--- config.mk ---
export PLATFORM = sky130hd
export DESIGN_NAME = ea_gen_unit
export DESIGN_NICKNAME = d
export VERILOG_FILES = /design/src/rtl/ea_pkg.sv /design/src/rtl/ea_operand_sel.sv /design/src/rtl/ea_adder.sv /design/src/rtl/ea_align_chk.sv /design/src/rtl/ea_gen_unit.sv
export SDC_FILE = /design/constraint.sdc
export NUM_CORES = 1
export LEC_CHECK = 0
export CORE_UTILIZATION = 48
export CTS_CLUSTER_DIAMETER = 50
export CTS_CLUSTER_SIZE = 20
export DETAILED_ROUTE_END_ITERATION = 10
export PLACE_DENSITY = 0.95
export SLEW_MARGIN = 30
export SYNTH_ARGS = -nofsm -noshare
export SYNTH_HDL_FRONTEND = slang
export SYNTH_HIERARCHICAL = 1
export SYNTH_SLANG_ARGS = --single-unit
--- constraint.sdc ---
create_clock -name clk -period 5.43 [get_ports clk]
set_input_delay 0.8145 -clock clk [delete_from_list [all_inputs] [get_ports clk]]
set_output_delay 0.8145 -clock clk [all_outputs]
set_load 0.005 [all_outputs]
--- src/rtl/ea_pkg.sv ---
`timescale 1ns/1ps
package ea_pkg;

    localparam int XLEN   = 32;
    localparam int DISP_W = 8;

    typedef enum logic [1:0] {
        AM_IDX_REG = 2'b00,
        AM_GB_DISP = 2'b01,
        AM_GB_IDX  = 2'b10,
        AM_PC_REL  = 2'b11
    } am_e;

    typedef enum logic [1:0] {
        SZ_BYTE = 2'b00,
        SZ_WORD = 2'b01,
        SZ_LONG = 2'b10,
        SZ_BAD  = 2'b11
    } sz_e;

    // log2 of the access size in bytes
    function automatic logic [1:0] size_shift(input sz_e sz);
        case (sz)
            SZ_WORD: size_shift = 2'd1;
            SZ_LONG: size_shift = 2'd2;
            default: size_shift = 2'd0;
        endcase
    endfunction

    // mode/size pairing accepted by the unit
    function automatic logic pair_legal(input am_e am, input sz_e sz);
        pair_legal = (sz != SZ_BAD) && !((am == AM_PC_REL) && (sz == SZ_BYTE));
    endfunction

    // low address bits that must be zero for the access size
    function automatic logic [1:0] align_mask(input sz_e sz);
        case (sz)
            SZ_WORD: align_mask = 2'b01;
            SZ_LONG: align_mask = 2'b11;
            default: align_mask = 2'b00;
        endcase
    endfunction

endpackage

--- src/rtl/ea_operand_sel.sv ---
`timescale 1ns/1ps
module ea_operand_sel
    import ea_pkg::*;
#(
    parameter int XLEN   = ea_pkg::XLEN,
    parameter int DISP_W = ea_pkg::DISP_W
) (
    input  am_e               am,
    input  sz_e               sz,
    input  logic [XLEN-1:0]   rn,
    input  logic [XLEN-1:0]   r0,
    input  logic [XLEN-1:0]   gbase,
    input  logic [XLEN-1:0]   pc,
    input  logic [DISP_W-1:0] disp,
    output logic [XLEN-1:0]   base,
    output logic [XLEN-1:0]   offset
);
    localparam int PAD_W = XLEN - DISP_W;

    logic [XLEN-1:0] disp_zx;
    logic [XLEN-1:0] disp_scaled;
    logic [XLEN-1:0] pc_long;

    generate
        if (PAD_W > 0) begin : g_zext
            assign disp_zx = {{PAD_W{1'b0}}, disp};
        end else begin : g_nozext
            assign disp_zx = disp[XLEN-1:0];
        end
    endgenerate

    assign disp_scaled = disp_zx << size_shift(sz);
    assign pc_long     = {pc[XLEN-1:2], 2'b00};

    always_comb begin
        base   = rn;
        offset = r0;
        case (am)
            AM_IDX_REG: begin
                base   = rn;
                offset = r0;
            end
            AM_GB_DISP: begin
                base   = gbase;
                offset = disp_scaled;
            end
            AM_GB_IDX: begin
                base   = gbase;
                offset = r0;
            end
            AM_PC_REL: begin
                base   = (sz == SZ_LONG) ? pc_long : pc;
                offset = disp_scaled;
            end
            default: begin
                base   = rn;
                offset = r0;
            end
        endcase
    end
endmodule

--- src/rtl/ea_adder.sv ---
`timescale 1ns/1ps
module ea_adder #(
    parameter int XLEN = ea_pkg::XLEN
) (
    input  logic [XLEN-1:0] a,
    input  logic [XLEN-1:0] b,
    output logic [XLEN-1:0] sum
);
    logic [XLEN:0] full;
    assign full = {1'b0, a} + {1'b0, b};
    assign sum  = full[XLEN-1:0];
    logic unused_carry;
    assign unused_carry = full[XLEN];
endmodule

--- src/rtl/ea_align_chk.sv ---
`timescale 1ns/1ps
module ea_align_chk
    import ea_pkg::*;
(
    input  logic [1:0] addr_lo,
    input  sz_e        sz,
    output logic       misaligned
);
    assign misaligned = |(addr_lo & align_mask(sz));
endmodule

--- src/rtl/ea_gen_unit.sv ---
`timescale 1ns/1ps
module ea_gen_unit
    import ea_pkg::*;
#(
    parameter int XLEN   = ea_pkg::XLEN,
    parameter int DISP_W = ea_pkg::DISP_W
) (
    input  logic              clk,
    input  logic              rst,
    input  logic              req_i,
    input  logic [1:0]        mode_i,
    input  logic [1:0]        size_i,
    input  logic [XLEN-1:0]   rn_i,
    input  logic [XLEN-1:0]   r0_i,
    input  logic [XLEN-1:0]   gbase_i,
    input  logic [XLEN-1:0]   pc_i,
    input  logic [DISP_W-1:0] disp_i,
    output logic [XLEN-1:0]   ea_o,
    output logic              ea_vld_o,
    output logic              misalign_o,
    output logic              illegal_o
);
    typedef struct packed {
        logic [XLEN-1:0] addr;
        logic            vld;
        logic            mis;
        logic            ill;
    } ea_resp_t;

    am_e am;
    sz_e sz;
    assign am = am_e'(mode_i);
    assign sz = sz_e'(size_i);

    logic [XLEN-1:0] base, offset, sum;
    logic            mis_c;
    logic            ok_pair;
    logic            take, refuse;
    ea_resp_t        resp_q;

    ea_operand_sel #(.XLEN(XLEN), .DISP_W(DISP_W)) u_sel (
        .am     (am),
        .sz     (sz),
        .rn     (rn_i),
        .r0     (r0_i),
        .gbase  (gbase_i),
        .pc     (pc_i),
        .disp   (disp_i),
        .base   (base),
        .offset (offset)
    );

    ea_adder #(.XLEN(XLEN)) u_add (
        .a   (base),
        .b   (offset),
        .sum (sum)
    );

    ea_align_chk u_align (
        .addr_lo    (sum[1:0]),
        .sz         (sz),
        .misaligned (mis_c)
    );

    assign ok_pair = pair_legal(am, sz);
    assign take    = req_i && ok_pair;
    assign refuse  = req_i && !ok_pair;

    always_ff @(posedge clk) begin
        if (rst) begin
            resp_q <= '0;
        end else begin
            resp_q.vld <= take;
            resp_q.ill <= refuse;
            resp_q.mis <= take && mis_c;
            if (take) begin
                resp_q.addr <= sum;
            end
        end
    end

    assign ea_o       = resp_q.addr;
    assign ea_vld_o   = resp_q.vld;
    assign misalign_o = resp_q.mis;
    assign illegal_o  = resp_q.ill;
endmodule

# Yosys cells after proc, flatten, opt, wreduce, memory -nomap -nowiden
# Index checks and enable logic that the tools add are counted.
# totals
register_bits	35
input_bits	143
# op_classes
mux	5
n_reduce_logical	13
n_eq_ne	6
addsub	1
n_shift	1
n_bitwise	1
# ops
operator	count
$pmux 32 s3	1
$pmux 32 s2	1
$add 32x32->32	1
$shl 8x2->32	1
$pmux 2 s2	2
$reduce_or 2->1	4
$eq 2x2->1 const B	3
$logic_and 1x1->1	5
$eq 2x1->1 const B	2
$logic_not 2->1	2
$and 2x2->2	1
$logic_not 1->1	2
$mux 2	1
$ne 2x2->1 const B	1

# Logic depth before layout (Yosys ltp)
# logic_depth
ltp_word	8
mapped_depth	18
mapped_depth_nobuf	16

# Hierarchy
# The synthesis kept the hierarchy.
# by_module_without_submodules
module	cells_per_inst	instances	seq_area_each_um2	area_each_um2
ea_adder	221	1	0.0	1601.5
ea_gen_unit	148	1	700.7	1566.5
ea_operand_sel	187	1	0.0	1152.4
ea_align_chk	5	1	0.0	32.5

# Worst setup path after synthesis
# Ideal clock, no wire load.
# synth_path
kind	input-to-reg
from	input port mode_i[0]
to	register resp_q (netlist bit ea_o[30])
required_time_ns	5.358
path_stages	16
arrival_time_ns	3.806
setup_ns	0.072
path_slack_ns	1.553
path_buffers	1
cell_sequence	ha_1 -> buf_4 -> o21a_4 -> a32o_1 -> ha_1 -> fa_1 -> a21o_1 -> a221oi_2 -> a221o_2 -> o2111ai_2 -> o211ai_2 -> o21ai_2 -> a221oi_2 -> xnor2_1 -> nand2b_1 -> mux2i_1
# synth_via
elab_cells_between_ends	14
# synth_lines
item	line	text
start: declaration	ea_gen_unit.sv:11	input logic [1:0] mode_i,
$eq 2x2->1, or another cell as far along	ea_operand_sel.sv:38	case (am)
$reduce_or 2->1 (no line)	-	
$pmux 32 s2 (*)	ea_operand_sel.sv:38	
net offset[0]	ea_gen_unit.sv:35	logic [XLEN-1:0] base, offset, sum;
$add 32x32->32 (*)	ea_adder.sv:10	assign full = {1'b0, a} + {1'b0, b};
net sum[30]	ea_gen_unit.sv:35	
end: declaration	ea_gen_unit.sv:39	ea_resp_t resp_q;
# The timed path passes the listed nets; every way through them passes the cells marked *.
# A chain may end at the register's enable or synchronous reset.

# Worst setup path in the final report
# layout_path
from	input port mode_i[0]
to	register resp_q (netlist bit ea_o[18])
# layout_via
elab_cells_between_ends	14
# layout_lines
item	line
$eq 2x1->1 or $eq 2x2->1 (tied branches)	ea_operand_sel.sv:38
$reduce_or 2->1 (no line)	-
$pmux 32 s3 (*)	ea_operand_sel.sv:38
net base[5]	ea_gen_unit.sv:35
$add 32x32->32 (*)	ea_adder.sv:10
net sum[18]	ea_gen_unit.sv:35
# Marked as above.

==> reports/qor.csv <==
stage,metric,value,unit
grt,met2 Resource Use GR,0.543,
cts,post-CTS setup buffers,0,
placed_design,Place WS,0.568,ns
grt,GRT Total Usage,0.314,
logic_synthesis,largest area contributor in the netlist,dfxtp_1,
run,Max Cap Violations,0,
routing,DRC violations left,0,
routing,first-pass iteration count of the detailed router,6,
logic_synthesis,"FF+latch count, synth",35,
timing,Slew HR,0.629,
critical_path,crit-path cells,"clkdlybuf4s50_1, inv_1, ha_2, buf_4, a22oi_1, o21ai_0, ha_1, and3_1, a221oi_2, a221o_2, o21ai_1, a21boi_1, o21ai_1, a21oi_1, xnor2_1, nand2b_1, mux2i_1",
placed_design,Port Buf Inserts,177,
cts,clock slew at reported path FFs,0.07,ns
critical_path,CP Class,in2reg,
logic_synthesis,Mapped Nets,741,
cells_and_area,storage element area,701,µm²
cells_and_area,FILL cells,684,
grt,gr ovfl total,0,
critical_path,Worst EP arrival,4.87,ns
logic_synthesis,top-area cell type share of the netlist area,0.161,
routing,Detailed Route WL,15200,µm
routing,WL per Instance,18.3,µm
logic_synthesis,Post-synth EDFFs,0,
cts,cts hold-fix bufs,0,
die,core area,0.00876,mm²
timing,Final Hold Viols,0,
die,DIE AREA,0.00945,mm²
timing,min cycle time layout,4.65,ns
routing,vias per cell,5.91,
timing,RSZ-0062 raised after global routing,false,
grt,vias in the first global route,4958,
timing,fin crit share,0.857,
die,DIE HEIGHT,97.2,µm
pwr,Pleak,2.55,nW
cts,H-tree Lvls,2,
timing,Peak Freq,0.215,GHz
logic_synthesis,sequential-to-total area share from yosys stat,0.161,
timing,Slew @ Worst Pin,0.556,ns
logic_synthesis,ys async rst share,0,
cts,CTS tree,built,
routing,vias,4913,
critical_path,CP endpoint kind,register,
critical_path,most frequent CP cell,o21ai_1,
cells_and_area,area occupied by multi-input gates,0.00340,mm²
timing,setup violators final,0,
die,num ports,178,
logic_synthesis,Yosys Warn Count,6,
grt,first-pass GRT wire length,24100,µm
critical_path,worst path bufs/invs,3,
cts,Max clock buf depth,2,
routing,Iter 0 DRT Violations,316,
cts,Worst-Skew Late Latency,0.29,ns
cts,Inserted Clock Buffers,5,
logic_synthesis,prevailing post-synth register cell,dfxtp_1,
grt,met1 Track Usage GR,0.402,
outcome,outcome,"complete, no violations",
grt,layer with the highest usage,met2,
critical_path,"Largest stage delay, worst path",0.57,ns
logic_synthesis,Mapped Area,0.00435,mm²
cells_and_area,synthesis-to-finish area growth,43.7,%
logic_synthesis,Syn Area/Cell,7.76,µm²
cells_and_area,# nets final,903,
logic_synthesis,Unique masters post-synth,65,
logic_synthesis,main area contributors after synthesis,"dfxtp_1, ha_1, nand2b_1",
critical_path,worst-path fanout max,18,
cells_and_area,share of layout cells above drive strength 1,0.0567,
timing,clk_skew,0,ns
die,floorplan row count,34,
placed_design,GP Congestion,0.945,
pwr,power density over cell area,195,mW/mm²
timing,setup ws final,0.778,ns
cts,clk sink count,35,
pwr,Max VDD drop,0.112,mV
critical_path,CP startpoint kind,input port,
cts,CTS resizes,0,
routing,Detail Route Antenna Nets,0,
grt,grt met3 use,0.0504,
critical_path,data required time of the worst path,5.65,ns
cts,Root Driver,clkbuf_8,
logic_synthesis,Cells after Synth,561,
timing,Final Slew Violations,0,
hold_path,HP Class,reg2reg,
die,Initial Util,0.497,
critical_path,critical path's slowest cell,ha_2,
grt,initial antenna violation count,0,
cells_and_area,n_diodes,0,
placed_design,hpwl dp,12400,µm
critical_path,crit-path leading delay family,compound AO/OA/AOI/OAI gates,
grt,largest net degree at the start of global routing,68,
timing,Sum Neg Setup Slack,0,ns
die,chip width,97.2,µm
## cells in the mapped netlist (2+ instances only)
library cell / instances
a211oi_1: 3
a21boi_1: 2
a21o_1: 12
a21oi_1: 39
a221oi_2: 2
a22o_1: 2
a22oi_1: 30
a31o_2: 2
a31oi_1: 3
a32oi_1: 2
and2_1: 24
and3_1: 2
buf_2: 9
buf_4: 3
buf_6: 2
buf_8: 3
clkbuf_1: 16
dfxtp_1: 35
ha_1: 36
inv_1: 13
mux2_2: 2
mux2i_1: 40
nand2_1: 52
nand2b_1: 68
nand3_1: 7
nand4_1: 5
nor2_1: 10
nor2b_1: 5
nor3_1: 3
o21a_1: 4
o21ai_0: 51
o21ai_1: 3
o21ai_2: 2
o21bai_1: 3
o31ai_1: 6
or3_1: 4
xnor2_1: 20
xor2_1: 9
## kinds of logic (layout without fill, tap and decap cells)
logic type	Yosys count	after routing	synth area share
flops	35	35	0.161
simple gates	191	191	0.246
mux	42	42	0.0972
compound gates	179	179	0.271
xor+xnor	29	29	0.0584
buf+inv	48	210	0.0581
fa+ha+maj	37	37	0.108
## worst register-to-register path, cell delays in order (launching register included)
cell and delay [ns]:
dfxtp_1 0.36, nand2b_1 0.06, mux2i_1 0.14
## power by group
group / total, mW / internal [mW] / switching, mW
combinational: 0.711 / 0.360 / 0.351
sequential: 0.309 / 0.290 / 0.0188
clock: 0.202 / 0.0998 / 0.102
## sequential cells by signal, indices dropped and copies added, names as in the netlist
signal      count
illegal_o       1
ea_o           32
ea_vld_o        1
misalign_o      1
## final timing paths
kind,start,to,slack (ns),cells past startpoint
max,mode_i[0],ea_o[18],0.78,17
min,ea_o[21],ea_o[21],0.47,2
max reg2reg,ea_o[25],ea_o[25],4.79,2
min reg2reg,ea_o[21],ea_o[21],0.47,2
## per-stage QoR
stage                     power [mW]  hold WS [ns]  cell area, µm²   util  std cells
after global placement         0.994         0.457            6140  0.701        822
final                           1.22         0.473            6250  0.714        831
after detailed placement        1.01         0.463            6170  0.704        824
after floorplan                0.721         0.465            4350      -        561
after CTS                       1.21         0.480            6250  0.714        831
after global routing            1.29         0.500            6250  0.714        831
## cell usage in the layout, fill, tap and decap left out, drive strengths merged, types with 2 or more instances in the layout
cell type	n
nor2b	5
a211oi	4
and2	25
o21bai	3
ha	36
a221oi	2
and3b	2
a21oi	39
nand4	5
a21boi	3
buf	13
o21ai	56
o31ai	7
nor2	11
a31oi	3
o21a	5
xnor2	20
mux2	2
clkdlybuf4s50	177
a31o	2
nand2	52
dfxtp	35
and3	2
nand3	7
a22oi	30
mux2i	40
inv	13
xor2	9
a32oi	2
a22o	2
clkbuf	6
nand2b	69
a21o	12
or3	4
o211ai	2
a211o	2
nor3	3
## layout make-up
cell class,count,area share
Clock buffer,6,0.0132
Clock inverter,1,0.000800
Inverter,13,0.00780
Multi-Input combinational cell,478,0.544
Sequential cell,35,0.112
Tap cell,108,0.0216
Timing Repair Buffer,190,0.301
## routing by layer
metal	up-vias	part of all wire
li1	2328	-
met2	258	0.47
met1	2285	0.43
met4	0	0.024
met3	42	0.076
met5	-	0
Note: power is estimated with default switching activity, not from simulation.
